### config.mk
export PLATFORM = sky130hd
export DESIGN_NAME = sram_byte_ctrl
export DESIGN_NICKNAME = d
export VERILOG_FILES = /design/src/rtl/sram_byte_ctrl.sv
export SDC_FILE = /design/constraint.sdc
export NUM_CORES = 1
export LEC_CHECK = 0
export ABC_AREA = 1
export CAP_MARGIN = 20
export CORE_ASPECT_RATIO = 2
export CORE_MARGIN = 3
export CORE_UTILIZATION = 55
export CTS_CLUSTER_SIZE = 24
export DETAILED_ROUTE_END_ITERATION = 8
export DONT_BUFFER_PORTS = 1
export GPL_ROUTABILITY_DRIVEN = 0
export HOLD_SLACK_MARGIN = 0.1
export PLACE_DENSITY = 0.82
export SLEW_MARGIN = 20
export SYNTH_ARGS = -nofsm -noshare
export SYNTH_HDL_FRONTEND = slang
export SYNTH_SLANG_ARGS = --single-unit
### constraint.sdc
create_clock -name clk -period 1.5 [get_ports clk]
set_input_delay 0.075 -clock clk [delete_from_list [all_inputs] [get_ports clk]]
set_output_delay 0.075 -clock clk [all_outputs]
set_load 0.01 [all_outputs]
### src/rtl/sram_byte_ctrl.sv
module sram_byte_ctrl #(
  parameter int ADDR_W   = 17,
  parameter int CLK_NS   = 20,
  parameter int T_WC_NS  = 70,
  parameter int T_PWE_NS = 50,
  parameter int T_AW_NS  = 60,
  parameter int T_DW_NS  = 30,
  parameter int T_RC_NS  = 70,
  parameter int T_AA_NS  = 70,
  parameter int T_OE_NS  = 35
) (
  input  logic              clk,
  input  logic              rst_n,
  input  logic              req_valid,
  output logic              req_ready,
  input  logic              req_write,
  input  logic [ADDR_W-1:0] req_addr,
  input  logic [15:0]       req_wdata,
  input  logic [1:0]        req_mask,
  output logic              rsp_valid,
  output logic [15:0]       rsp_rdata,
  output logic [ADDR_W-1:0] mem_addr,
  output logic              mem_ce_n,
  output logic              mem_we_n,
  output logic              mem_oe_n,
  output logic              mem_lb_n,
  output logic              mem_ub_n,
  output logic [15:0]       mem_dq_out,
  output logic              mem_dq_oe,
  input  logic [15:0]       mem_dq_in
);

  function automatic int ns2cyc(input int ns);
    return (ns <= 0) ? 0 : (ns + CLK_NS - 1) / CLK_NS;
  endfunction

  function automatic int imax(input int a, input int b);
    return (a > b) ? a : b;
  endfunction

  localparam int N_PULSE = imax(1, imax(ns2cyc(T_PWE_NS),
                                imax(ns2cyc(T_DW_NS), ns2cyc(T_AW_NS) - 1)));
  localparam int N_REC   = imax(1, ns2cyc(T_WC_NS) - 1 - N_PULSE);
  localparam int N_ACC   = imax(1, imax(ns2cyc(T_RC_NS) - 1,
                                imax(ns2cyc(T_AA_NS), ns2cyc(T_OE_NS))));
  localparam int N_MAX   = imax(N_PULSE, imax(N_REC, N_ACC));
  localparam int CNT_W   = $clog2(N_MAX + 1);

  typedef enum logic [2:0] {
    S_IDLE, S_WR_SETUP, S_WR_PULSE, S_WR_RECOVER, S_RD_ACCESS, S_RD_CAPTURE
  } state_t;

  state_t            state, nxt;
  logic [CNT_W-1:0]  cnt, cnt_nxt;
  logic [1:0]        mask_q;
  logic [15:0]       rdata_q;
  logic              done_q;

  wire cnt_zero   = (cnt == '0);
  wire accept     = (state == S_IDLE) && req_valid;
  wire null_req   = accept && (req_mask == 2'b00);
  wire [1:0] lane = (state == S_IDLE) ? req_mask : mask_q;
  wire nxt_wr     = (nxt == S_WR_SETUP) || (nxt == S_WR_PULSE) || (nxt == S_WR_RECOVER);
  wire nxt_act    = nxt_wr || (nxt == S_RD_ACCESS);
  wire capture    = (state == S_RD_ACCESS) && cnt_zero;

  always_comb begin
    nxt     = state;
    cnt_nxt = cnt_zero ? cnt : cnt - 1'b1;
    case (state)
      S_IDLE:
        if (req_valid && req_mask != 2'b00) begin
          nxt     = req_write ? S_WR_SETUP : S_RD_ACCESS;
          cnt_nxt = req_write ? '0 : CNT_W'(N_ACC - 1);
        end
      S_WR_SETUP: begin
        nxt     = S_WR_PULSE;
        cnt_nxt = CNT_W'(N_PULSE - 1);
      end
      S_WR_PULSE:
        if (cnt_zero) begin
          nxt     = S_WR_RECOVER;
          cnt_nxt = CNT_W'(N_REC - 1);
        end
      S_WR_RECOVER:
        if (cnt_zero) nxt = S_IDLE;
      S_RD_ACCESS:
        if (cnt_zero) nxt = S_RD_CAPTURE;
      S_RD_CAPTURE:
        nxt = S_IDLE;
      default:
        nxt = S_IDLE;
    endcase
  end

  always_ff @(posedge clk) begin
    if (!rst_n) begin
      state      <= S_IDLE;
      cnt        <= '0;
      mask_q     <= '0;
      mem_addr   <= '0;
      mem_dq_out <= '0;
      mem_ce_n   <= 1'b1;
      mem_we_n   <= 1'b1;
      mem_oe_n   <= 1'b1;
      mem_lb_n   <= 1'b1;
      mem_ub_n   <= 1'b1;
      mem_dq_oe  <= 1'b0;
      rdata_q    <= '0;
      done_q     <= 1'b0;
    end else begin
      state     <= nxt;
      cnt       <= cnt_nxt;
      mem_ce_n  <= !nxt_act;
      mem_we_n  <= !(nxt == S_WR_PULSE);
      mem_oe_n  <= !(nxt == S_RD_ACCESS);
      mem_lb_n  <= !(nxt_act && lane[0]);
      mem_ub_n  <= !(nxt_act && lane[1]);
      mem_dq_oe <= nxt_wr;
      done_q    <= null_req || (state == S_RD_CAPTURE) ||
                   ((state == S_WR_RECOVER) && cnt_zero);
      if (accept) begin
        mask_q     <= req_mask;
        mem_addr   <= req_addr;
        mem_dq_out <= req_wdata;
      end
      if (capture)
        rdata_q <= {mask_q[1] ? mem_dq_in[15:8] : 8'h00,
                    mask_q[0] ? mem_dq_in[7:0]  : 8'h00};
    end
  end

  assign req_ready = (state == S_IDLE);
  assign rsp_valid = done_q;
  assign rsp_rdata = rdata_q;

endmodule

Word level (Yosys, flattened, before mapping):

Cells that the tools add are included.

* logic and storage cells: 58
* register bits: 64
* bits of input ports: 55

* reduce and logical (&&, ||, !) cells: 21
* equal/unequal tests: 9
* mux-type cells: 14
* $add $sub $neg: 1

Operators by type and width (count)
* $mux 3: 8
* $mux 8: 2
* $pmux 3 s5: 1
* $eq 3x2->1 const B: 4
* $eq 3x3->1 const B: 3
* $pmux 3 s3: 1
* $logic_and 1x1->1: 7
* $eq 3x1->1 const B: 2
* $logic_not 3->1: 2
* $logic_not 1->1: 5
* $logic_or 1x1->1: 5
* $mux 2: 2
* $sub 3x1->3 const B: 1
* $logic_not 2->1: 1
* $reduce_bool 2->1: 1

Longest topological paths before layout:

Gate-level depths: netlist of the first run.

* word-level depth: 10
* mapped depth: 11
* mapped depth without buffers: 11

Worst setup path after synthesis of the first run:

OpenSTA, ideal clock, no wires.

* kind: register -> register
* start point: reg cnt[0]
* end point: reg cnt[0]
* data arrival time: 1.371 ns
* setup time: 0.074 ns
* setup slack: 0.055 ns
* period minus slack after synthesis: 1.445 ns
* required time: 1.426 ns
* stages on the path, launching flop included: 7
* path through: dfxtp_1 > inv_1 > ha_1 > nand2_1 > ha_1 > or2_2 > a31oi_1

* longest elaborated chain between the ends: 4
* elaborated cells between the ends (all ways): 6
* classes of those cells: add/sub (1); mux (4); reduce/logical (1)

Ends and longest elaborated chain
* from (decl): RTL line 54 `logic [CNT_W-1:0] cnt, cnt_nxt;`
* from (signal assigned): RTL line 113 `cnt <= cnt_nxt;`
* $sub 3x1->3 or $logic_not 3->1 (tied branches): RTL line 69, 59
* $mux 3: RTL line 69 `cnt_nxt = cnt_zero ? cnt : cnt - 1'b1;`
* $mux 3 (on tied branches): RTL line 81, 72
* $pmux 3 s3 (*): RTL line 70 `case (state)`

Every way passes the cells marked *; elsewhere a longest branch is shown, timed or not.
A chain may end at the register's enable or synchronous reset.

Worst setup path in the final report of the first run:

* start point: reg cnt[0]
* end point: reg mem_lb_n

* longest elaborated chain between the ends: 9
* elaborated cells between the ends (all ways): 14
* classes of those cells: eq/ne (4); mux (4); reduce/logical (6)

Ends and longest elaborated chain
* $logic_not 3->1 (*): RTL line 59 `wire cnt_zero = (cnt == '0);`
* $mux 3 (on tied branches): RTL line 88, 81, 86
* $pmux 3 s5 (*): RTL line 70
* $eq 3x1->1 or $eq 3x2->1 (tied branches): RTL line 63 `wire nxt_wr = (nxt == S_WR_SETUP) || (nxt == S_WR_PULSE) || (nxt == S_WR_RECOVER);`
* $logic_or 1x1->1 (2 in series): RTL line 63
* $logic_or 1x1->1 (*): RTL line 64 `wire nxt_act = nxt_wr || (nxt == S_RD_ACCESS);`
* $logic_and 1x1->1 (*): RTL line 117 `mem_lb_n <= !(nxt_act && lane[0]);`
* $logic_not 1->1 (*): RTL line 117
* to (signal assigned): RTL line 117
* to (decl): RTL line 26 `output logic mem_lb_n,`

Marked as above.

==> results.md, run 1 <==
* Outcome: complete, no violations
* Final Setup Violations at 0
* Clock skew at approximately 9.2 ps
* Root Driver: clkbuf_8
* CP startpoint kind: register
* Leading area contributor after synthesis: dfxtp_1
* Cell Area, Synth at roughly 2500 um^2
* Hold_sp: req_valid
* Max Freq at between 0.6 and 0.7 GHz
* Via count at around 2500
* YS warnings at 0
* Vias in the first global route at between 2000 and 3000
* Worst-case vdd ir drop at approximately 0.99 mV
* Int Power at ~3000 uW
* Netlist cell types at 26
* Area after DPL at 2530 um^2
* Global-route wire length before repair at between 10 and 15 mm
* Die area at 5430 um^2
* Switching Power at 1620 uW
* Routed WL at 7.24 mm
* Clock H-tree levels at 3
* GR Overflow Total at 0
* # IOs at about 110
* Crit path max fanout at 4
* Synthesis-to-finish area growth at 33.6%
* Synth Register Bits at 64
* Worst EP arrival at 1690 ps
* Asr flop ratio synth at 0%
* CP startpoint: cnt[0]
* Antenna violations before repair at 0
* Utilization after layout at about three quarters
* Area of the core at 4380 um^2
* Leakage power at ~0.0014 uW
* Largest net degree at the start of global routing at 36
* WS Path Type: register to register
* Vias per cell at around 5.7
* Yosys top cell area share at 51.3%
* Post-Synthesis Cells at 320
* Antenna Cells at 0
* Ranking of synthesized cells by area: dfxtp_1, nor2_1, o21ai_0, nand2_1, a21oi_1
* Cell with the most instances after synthesis: nor2_1
* CTS tree: done
* Post-layout minimum cycle time at roughly 1500 ps
* Mean Syn Cell Area at 7.80 um^2
* EDFF count, synth at 0
* Sw Ratio at between 30% and 40%
* Final Max Slew Viols at 0
* CP endpoint kind: register
* IO Port Bufs at 0
* Worst-Margin Slew at 993 ps
* Standard-cell rows at 34
* Syn nets at approximately 380
* Initial core utilization at 57.0%
* Die X at 53.6 um
* RSZ-0062 raised after global routing: yes
* Share of cells above drive strength 1 at 13.2%
* Hold Vio Cnt, Final at 0
* Worst-case clock buffer depth at 2
* WHS at around 280 ps
* Worst-path clk slew at ~70 ps
* Detailed Place HPWL at 4.27 mm
* Nets at approximately 440
* DRT Pass-1 Iters at 5
* DRC at 0
* TritonCTS Buffers at 9
* Post-synthesis sequential area ratio at 51.3%
* RR Startpoint: cnt[0]
* Worst-Skew Late Latency at 330 ps
* Synth Flop Type: dfxtp_1
* ANT nets after route at 0
* Combinational group share of total power at 26.0%
* Clock power share at between 20 and 30%
* Die height at between 100 and 150 um
* Routed WL per cell at around 16 um
* WP data required at about 1700 ps
* Cell area after layout at 3330 um^2
* GR Util All Layers at between 20% and 30%
* Initial DRC count at 62
* Pwr Density at around 1400 nW/um^2
* Worst slew margin at between 30% and 40%
* Fin crit share at about 100%
* Post-synth top cells: nor2_1, dfxtp_1, nand2_1
* Sink Count at 64
* Worst min path class: primary input to register
* Sequential share of power at between 40% and 50%
* Max Cap Viol at 0
* # fillers at approximately 290
==> sequential cells by signal, indices dropped and copies added (netlist names) <==
name,count
mem_dq_oe,1
mem_dq_out,16
mem_ub_n,1
mem_addr,17
mem_ce_n,1
state,3
cnt,3
rsp_rdata,16
mem_lb_n,1
mem_oe_n,1
mask_q,2
mem_we_n,1
rsp_valid,1
==> cell families (layout without fill, tap and decap cells) <==
group,Yosys count,after routing,share of synthesized area (%)
xor+xnor,1,1,0.351
flops,64,64,51.3
compound gates,63,63,13.2
simple gates,155,155,27.0
buf+inv,34,100,6.67
fa+ha+maj,3,3,1.50
==> layer usage <==
metal	GRT usage (%)	wire length, um
met5	0	0
met4	20.3	325
met3	8.10	471
met2	47.2	3980
met1	29.1	2460
==> power by group through the flow <==
stage	clock network (uW)	registers, uW	logic, uW
after floorplan	0	2140	754
after global placement	0	2190	902
after global routing	1370	2200	1330
after CTS	1300	2160	1100
final	1260	2170	1210
after detailed placement	0	2200	945
==> cells in the final DEF (no fill, tap or decap), types with 5 or more instances in the layout <==
cell / Yosys / final
dfxtp_1: 64 / 63
o21ai_1: 2 / 5
clkbuf_8: 0 / 9
nand3_1: 22 / 22
dlygate4sd3_1: 0 / 56
nor2_1: 77 / 76
buf_4: 1 / 9
inv_1: 13 / 11
o21ai_0: 35 / 31
nand2_1: 46 / 44
a21oi_1: 22 / 19
==> critical path: stages (launching register included) <==
cell and delay [ps]:
dfxtp_1 320, inv_2 50, ha_2 180, inv_1 100, nor2_4 60, nand3_4 110, nand3_1 120, nor2_2 160
nand3_2 90, nand2_2 100, nand2_1 50
==> path summary, 6_finish.rpt <==
| kind | endpoint | slack, ps | depth (start not counted) |
|---|---|---|---|
| max | mem_lb_n | 40 | 10 |
| min | state[2] | 280 | 4 |
| max reg2reg | mem_lb_n | 40 | 10 |
| min reg2reg | rsp_rdata[11] | 520 | 2 |
==> per-stage QoR <==
step                      power [uW]  std cells  worst slack (ps)  TNS, ps
final                           4640        440              42.0        0
after global routing            4900        440             -39.7     -111
after CTS                       4560        439              13.8        0
after detailed placement        3140        366              8.05        0
after global placement          3090        366              82.3        0
after floorplan                 2890        320              55.1        0
==> what timing repair did <==
action | in CTS | in global routing
endpoints found under the hold margin | 61 | 0
setup endpoints to repair | 2 | 50
buffers inserted | 0 | 1
hold buffers | 57 | 0
resized for setup | 2 | 22
pin swaps | 0 | 2
==> cell type report <==
type	instances	area [um^2]	area share, %
multi-input cells	222	1090	32.6
flip-flops and latches	64	1280	38.5
repair buffers	67	652	19.5
well taps	54	67.6	2.03
inverters	17	73.8	2.21
clock inverters	6	43.8	1.31
clock buffers	10	128	3.83
Power figures use the tool's default switching activity.
==> inputs of run 2 (changes only) <==
--- a/config.mk
+++ b/config.mk
@@ -9,13 +9,15 @@
 export CAP_MARGIN = 20
 export CORE_ASPECT_RATIO = 2
 export CORE_MARGIN = 3
-export CORE_UTILIZATION = 55
+export CORE_UTILIZATION = 45
+export CTS_BUF_LIST = sky130_fd_sc_hd__clkbuf_4 sky130_fd_sc_hd__clkbuf_8 sky130_fd_sc_hd__clkbuf_16
 export CTS_CLUSTER_SIZE = 24
 export DETAILED_ROUTE_END_ITERATION = 8
 export DONT_BUFFER_PORTS = 1
 export GPL_ROUTABILITY_DRIVEN = 0
 export HOLD_SLACK_MARGIN = 0.1
-export PLACE_DENSITY = 0.82
+export PLACE_DENSITY = 0.71
+export RECOVER_POWER = 50
 export SLEW_MARGIN = 20
 export SYNTH_ARGS = -nofsm -noshare
 export SYNTH_HDL_FRONTEND = slang
==> results.md, run 2 (synthesis gave the netlist of run 1 again) <==
* TritonCTS Buffers at 9
* Worst-Skew Late Latency at around 330 ps
* Leakage power at roughly 0.0014 uW
* Worst-case clock buffer depth at 2
* WHS at 95.5 ps
* Final Setup Violations at 0
* Commonest cells after routing, fill and taps aside: nor2_1, dfxtp_1, dlygate4sd3_1, nand2_1, o21ai_0
* Detailed Place HPWL at between 4 and 5 mm
* WP data required at about 1800 ps
* Synthesis-to-finish area growth at 32.0%
* Post-Layout Cell Count at 440
* Via count at about 2400
* # IOs at approximately 110
* Placed Instances at between 300 and 400
* Nets at ~440
* CTS tree: done
* Die height at between 100 and 150 um
* Vias in the first global route at 2453
* Biggest register: mem_addr
* Die area at roughly 6500 um^2
* Post-layout minimum cycle time at about 1400 ps
* Worst EP arrival at roughly 1700 ps
* Most common cell after layout, fill and taps aside: nor2_1
* Root Driver: clkbuf_8
* Final WS setup at roughly 91 ps
* CP bufs+invs at 1
* Outcome: complete, no violations
* DRT Pass-1 Iters at 4
* Worst slew margin at 33.4%
* Area of the core at approximately 5300 um^2
* Hold Vio Cnt, Final at 0
* Standard-cell rows at 37
* Slowest CP cell: dfxtp_1
* Initial core utilization at a little under half
* Antenna violations before repair at 0
* Worst min path class: primary input to register
* Pre-CTS WS at -34.0 ps
* IO Port Bufs at 0
* Top Family by Delay on Critical Path: adder cells
* Largest net degree at the start of global routing at 37
* Clock H-tree levels at 3
* Cell area after layout at 3300 um^2
* Routed WL at between 7 and 8 mm
* CP startpoint kind: register
* Max Cap Viol at 0
* Crit path largest cell delay at ~310 ps
* Share of cells above drive strength 1 at between 10% and 20%
* GR Util All Layers at a little under a quarter
* Worst-case vdd ir drop at 0.996 mV
* GR Overflow Total at 0
* Routed WL per cell at between 15 and 20 um
* CP endpoint kind: register
* DRC at 0
* Die X at ~59 um
* Vias per cell at between 5 and 6
* Worst-Margin Slew at roughly 1000 ps
* ANT nets after route at 0
* WS Path Type: register to register
* Max Freq at around 0.71 GHz
* Pwr Density at about 1400 nW/um^2
* Clock skew at approximately 9.4 ps
* Sink Count at 64
* Total power at 4610 uW
* Antenna Cells at 0
* Crit path max fanout at 3
* Area after DPL at about 2500 um^2
* RSZ-0062 raised after global routing: yes
* CP Cell Sequence: inv_2 > ha_4 > nand2_1 > ha_1 > or2_2 > a31oi_1
* Fin crit share at between 90 and 100%
* Final Max Slew Viols at 0
* Max FFs per register at 17
* Global-route wire length before repair at around 11 mm
* Worst-path clk slew at about 70 ps
* Initial DRC count at 180
run 2: layout make-up:
class,instances,area (um^2)
fillers,433,1980
clock buffers,10,138
multi-input cells,222,1070
well taps,58,72.6
flip-flops and latches,64,1280
inverters,17,68.8
clock inverters,6,35.0
repair buffers,63,629
run 2: worst reg2reg max path: cells and delay by family (launching register included):
kind | cells | cell delay [ps]
AOI/OAI and AO/OA | 1 | 140
adders and majority gates | 2 | 440
buffers and inverters | 1 | 80
DFF | 1 | 310
and+or+nand+nor | 2 | 370
run 2: path summary, 6_finish.rpt:
| check | from | end | slack, ps | cells past startpoint |
|---|---|---|---|---|
| setup reg to reg | cnt[1] | cnt[0] | 90 | 6 |
| hold reg to reg | rsp_rdata[1] | rsp_rdata[1] | 510 | 2 |
| setup / recovery | cnt[1] | cnt[0] | 90 | 6 |
| hold / removal | rst_n | rsp_rdata[9] | 100 | 3 |
run 2: through the flow:
step | TNS (ps) | util, %
2_1_floorplan | 0 | -
3_3_place_gp | -19.9 | 48.0
3_5_place_dp | -98.7 | 48.0
4_1_cts | 0 | 61.9
5_1_grt | -15.8 | 62.4
6_report | 0 | 62.4
run 2: power by group:
group / leakage [uW] / switching [uW] / internal [uW]
Sequential: 0.000526 / 247 / 1920
Combinational: 0.000760 / 683 / 471
Clock: 0.0000878 / 650 / 632
run 2: routing by layer:
metal | global-route usage, % | wire [um]
met1 | 22.7 | 2410
met2 | 39.1 | 3880
met3 | 6.29 | 442
met4 | 15.4 | 348
met5 | 0 | 0
run 2: timing repair:
item,4_1_cts,5_1_grt
gates resized for setup,4,9
hold buffers,55,0
endpoints found under the hold margin,63,0
pin swaps,1,4
buffers inserted,1,0
endpoints found under the setup margin,20,60
==> inputs of run 3 (changes only) <==
--- a/config.mk
+++ b/config.mk
@@ -16,7 +16,7 @@
 export DONT_BUFFER_PORTS = 1
 export GPL_ROUTABILITY_DRIVEN = 0
 export HOLD_SLACK_MARGIN = 0.1
-export PLACE_DENSITY = 0.71
+export PLACE_DENSITY_LB_ADDON = 0.08
 export RECOVER_POWER = 50
 export SLEW_MARGIN = 20
 export SYNTH_ARGS = -nofsm -noshare
==> results.md, run 3 (synthesis gave the netlist of run 1 again) <==
* Outcome: complete, no violations
* Reg area at 1280 um^2
* IO Port Bufs at 0
* Die height at between 100 and 150 um
* Antenna Cells at 0
* Fin crit share at between 90% and 100%
* CTS tree: done
* WS Path Type: register to register
* Global-route wire length before repair at roughly 11 mm
* Biggest register: mem_addr
* WP data required at roughly 1700 ps
* Top Family by Delay on Critical Path: buffers and inverters
* Clock H-tree levels at 3
* Crit path max fanout at 4
* Share of cells above drive strength 1 at between 15 and 20%
* Detailed Place HPWL at between 4 and 5 mm
* Via count at around 2300
* Max Cap Viol at 0
* Final Setup Violations at 0
* Nets at around 440
* Die X at 58.7 um
* Routed WL per cell at between 15 and 20 um
* Root Driver: clkbuf_8
* Post-Layout Cell Count at about 440
* TritonCTS Buffers at 9
* Initial core utilization at a little under half
* CP bufs+invs at 4
* Max Freq at about 0.7 GHz
* ANT nets after route at 0
* Vias in the first global route at 2317
* Leakage power at 0.00141 uW
* Die area at between 6000 and 7000 um^2
* Synthesis-to-finish area growth at 35.1%
* GR Overflow Total at 0
* Worst slew margin at 30.5%
* Hold Vio Cnt, Final at 0
* Vias per cell at roughly 5.2
* CP endpoint kind: register
* Slowest CP cell: dfxtp_2
* Utilization after layout at around 64%
* # fillers at between 400 and 500
* Standard-cell rows at 37
* Largest net degree at the start of global routing at 36
* Antenna violations before repair at 0
* Routed WL at slightly above 7 mm
* Area of the core at 5280 um^2
* Crit path largest cell delay at between 300 and 400 ps
* Clock skew at approximately 9.0 ps
* Area of the multi-input gates at 1120 um^2
* Post-layout minimum cycle time at 1440 ps
* DRT Pass-1 Iters at 4
* Initial DRC count at 75
* Worst-Margin Slew at ~1000 ps
* Commonest cells after routing, fill and taps aside: nor2_1, dfxtp_1, dlygate4sd3_1, nand2_1, o21ai_0
* Worst EP arrival at 1680 ps
* Max FFs per register at 17
* Worst-path clk slew at roughly 70 ps
* CP Cell Sequence: inv_2 > ha_4 > nand2_2 > buf_4 > o211ai_4 > nand3_2 > nand2_2 > buf_4 > inv_1
* Final Max Slew Viols at 0
* DRC at 0
* Sink Count at 64
* Pwr Density at about 1400 nW/um^2
* Worst-case clock buffer depth at 2
* GR Util All Layers at a little under a quarter
* RSZ-0062 raised after global routing: yes
* Worst-Skew Late Latency at 340 ps
* CP startpoint kind: register
* Most common cell after layout, fill and taps aside: nor2_1
* # IOs at 112
* Placed Instances at about 370
* Worst-case vdd ir drop at approximately 1.2 mV
* Worst min path class: primary input to register
## run 3: path summary, 6_finish.rpt
check          startpoint           end  slack, ps  depth (start not counted)
max                cnt[1]     mem_dq_oe         60                          9
min                 rst_n  rsp_rdata[0]        140                          3
max reg2reg        cnt[1]     mem_dq_oe         60                          9
min reg2reg  rsp_rdata[1]  rsp_rdata[1]        510                          2
## run 3: final cells by class
cell class | instances | area share (%)
inverter | 17 | 2.12
tap | 58 | 2.15
clock buffer | 13 | 4.75
clock inverter | 3 | 0.519
sequential | 64 | 38.1
multi-input combinational | 222 | 33.3
timing repair buffer | 67 | 19.1
## run 3: worst reg2reg max path, cell delays in order (launching register included)
cell and delay (ps):
dfxtp_2 310, inv_2 80, ha_4 160, nand2_2 90, buf_4 170, o211ai_4 200
nand3_2 110, nand2_2 90, buf_4 100, inv_1 30
## run 3: per-layer routing
metal	wire length, um	part of all wire, %	GRT usage (%)	vias to the layer above
met5	0	0	0	-
met4	195	2.8	12.0	0
met3	390	5.5	6.06	16
met2	3970	56	40.7	86
met1	2490	35	23.0	1056
li1	-	-	-	1151
## run 3: power by group
part / switching (uW) / internal [uW] / total (uW)
registers: 253 / 1930 / 2180
clock network: 629 / 695 / 1320
logic: 736 / 542 / 1280
total: 1620 / 3160 / 4780
## run 3: per-stage QoR
stage               setup WS, ps  setup TNS, ps  area (um^2)  hold slack [ps]  total power (uW)
floorplan                   55.1              0         2500              210              2890
global placement           -33.4           -109         2520              212              3130
detailed placement         -37.9           -164         2520              219              3140
CTS                         21.5              0         3300              126              4700
global route               -20.0          -37.8         3370              143              5080
finish                      65.0              0         3370              139              4780
## run 3: timing repair
item | 4_1_cts | 5_1_grt
resized for setup | 10 | 16
hold buffers | 55 | 0
endpoints found under the setup margin | 21 | 37
setup buffers | 1 | 4
endpoints found under the hold margin | 64 | 0
pin swaps | 1 | 9
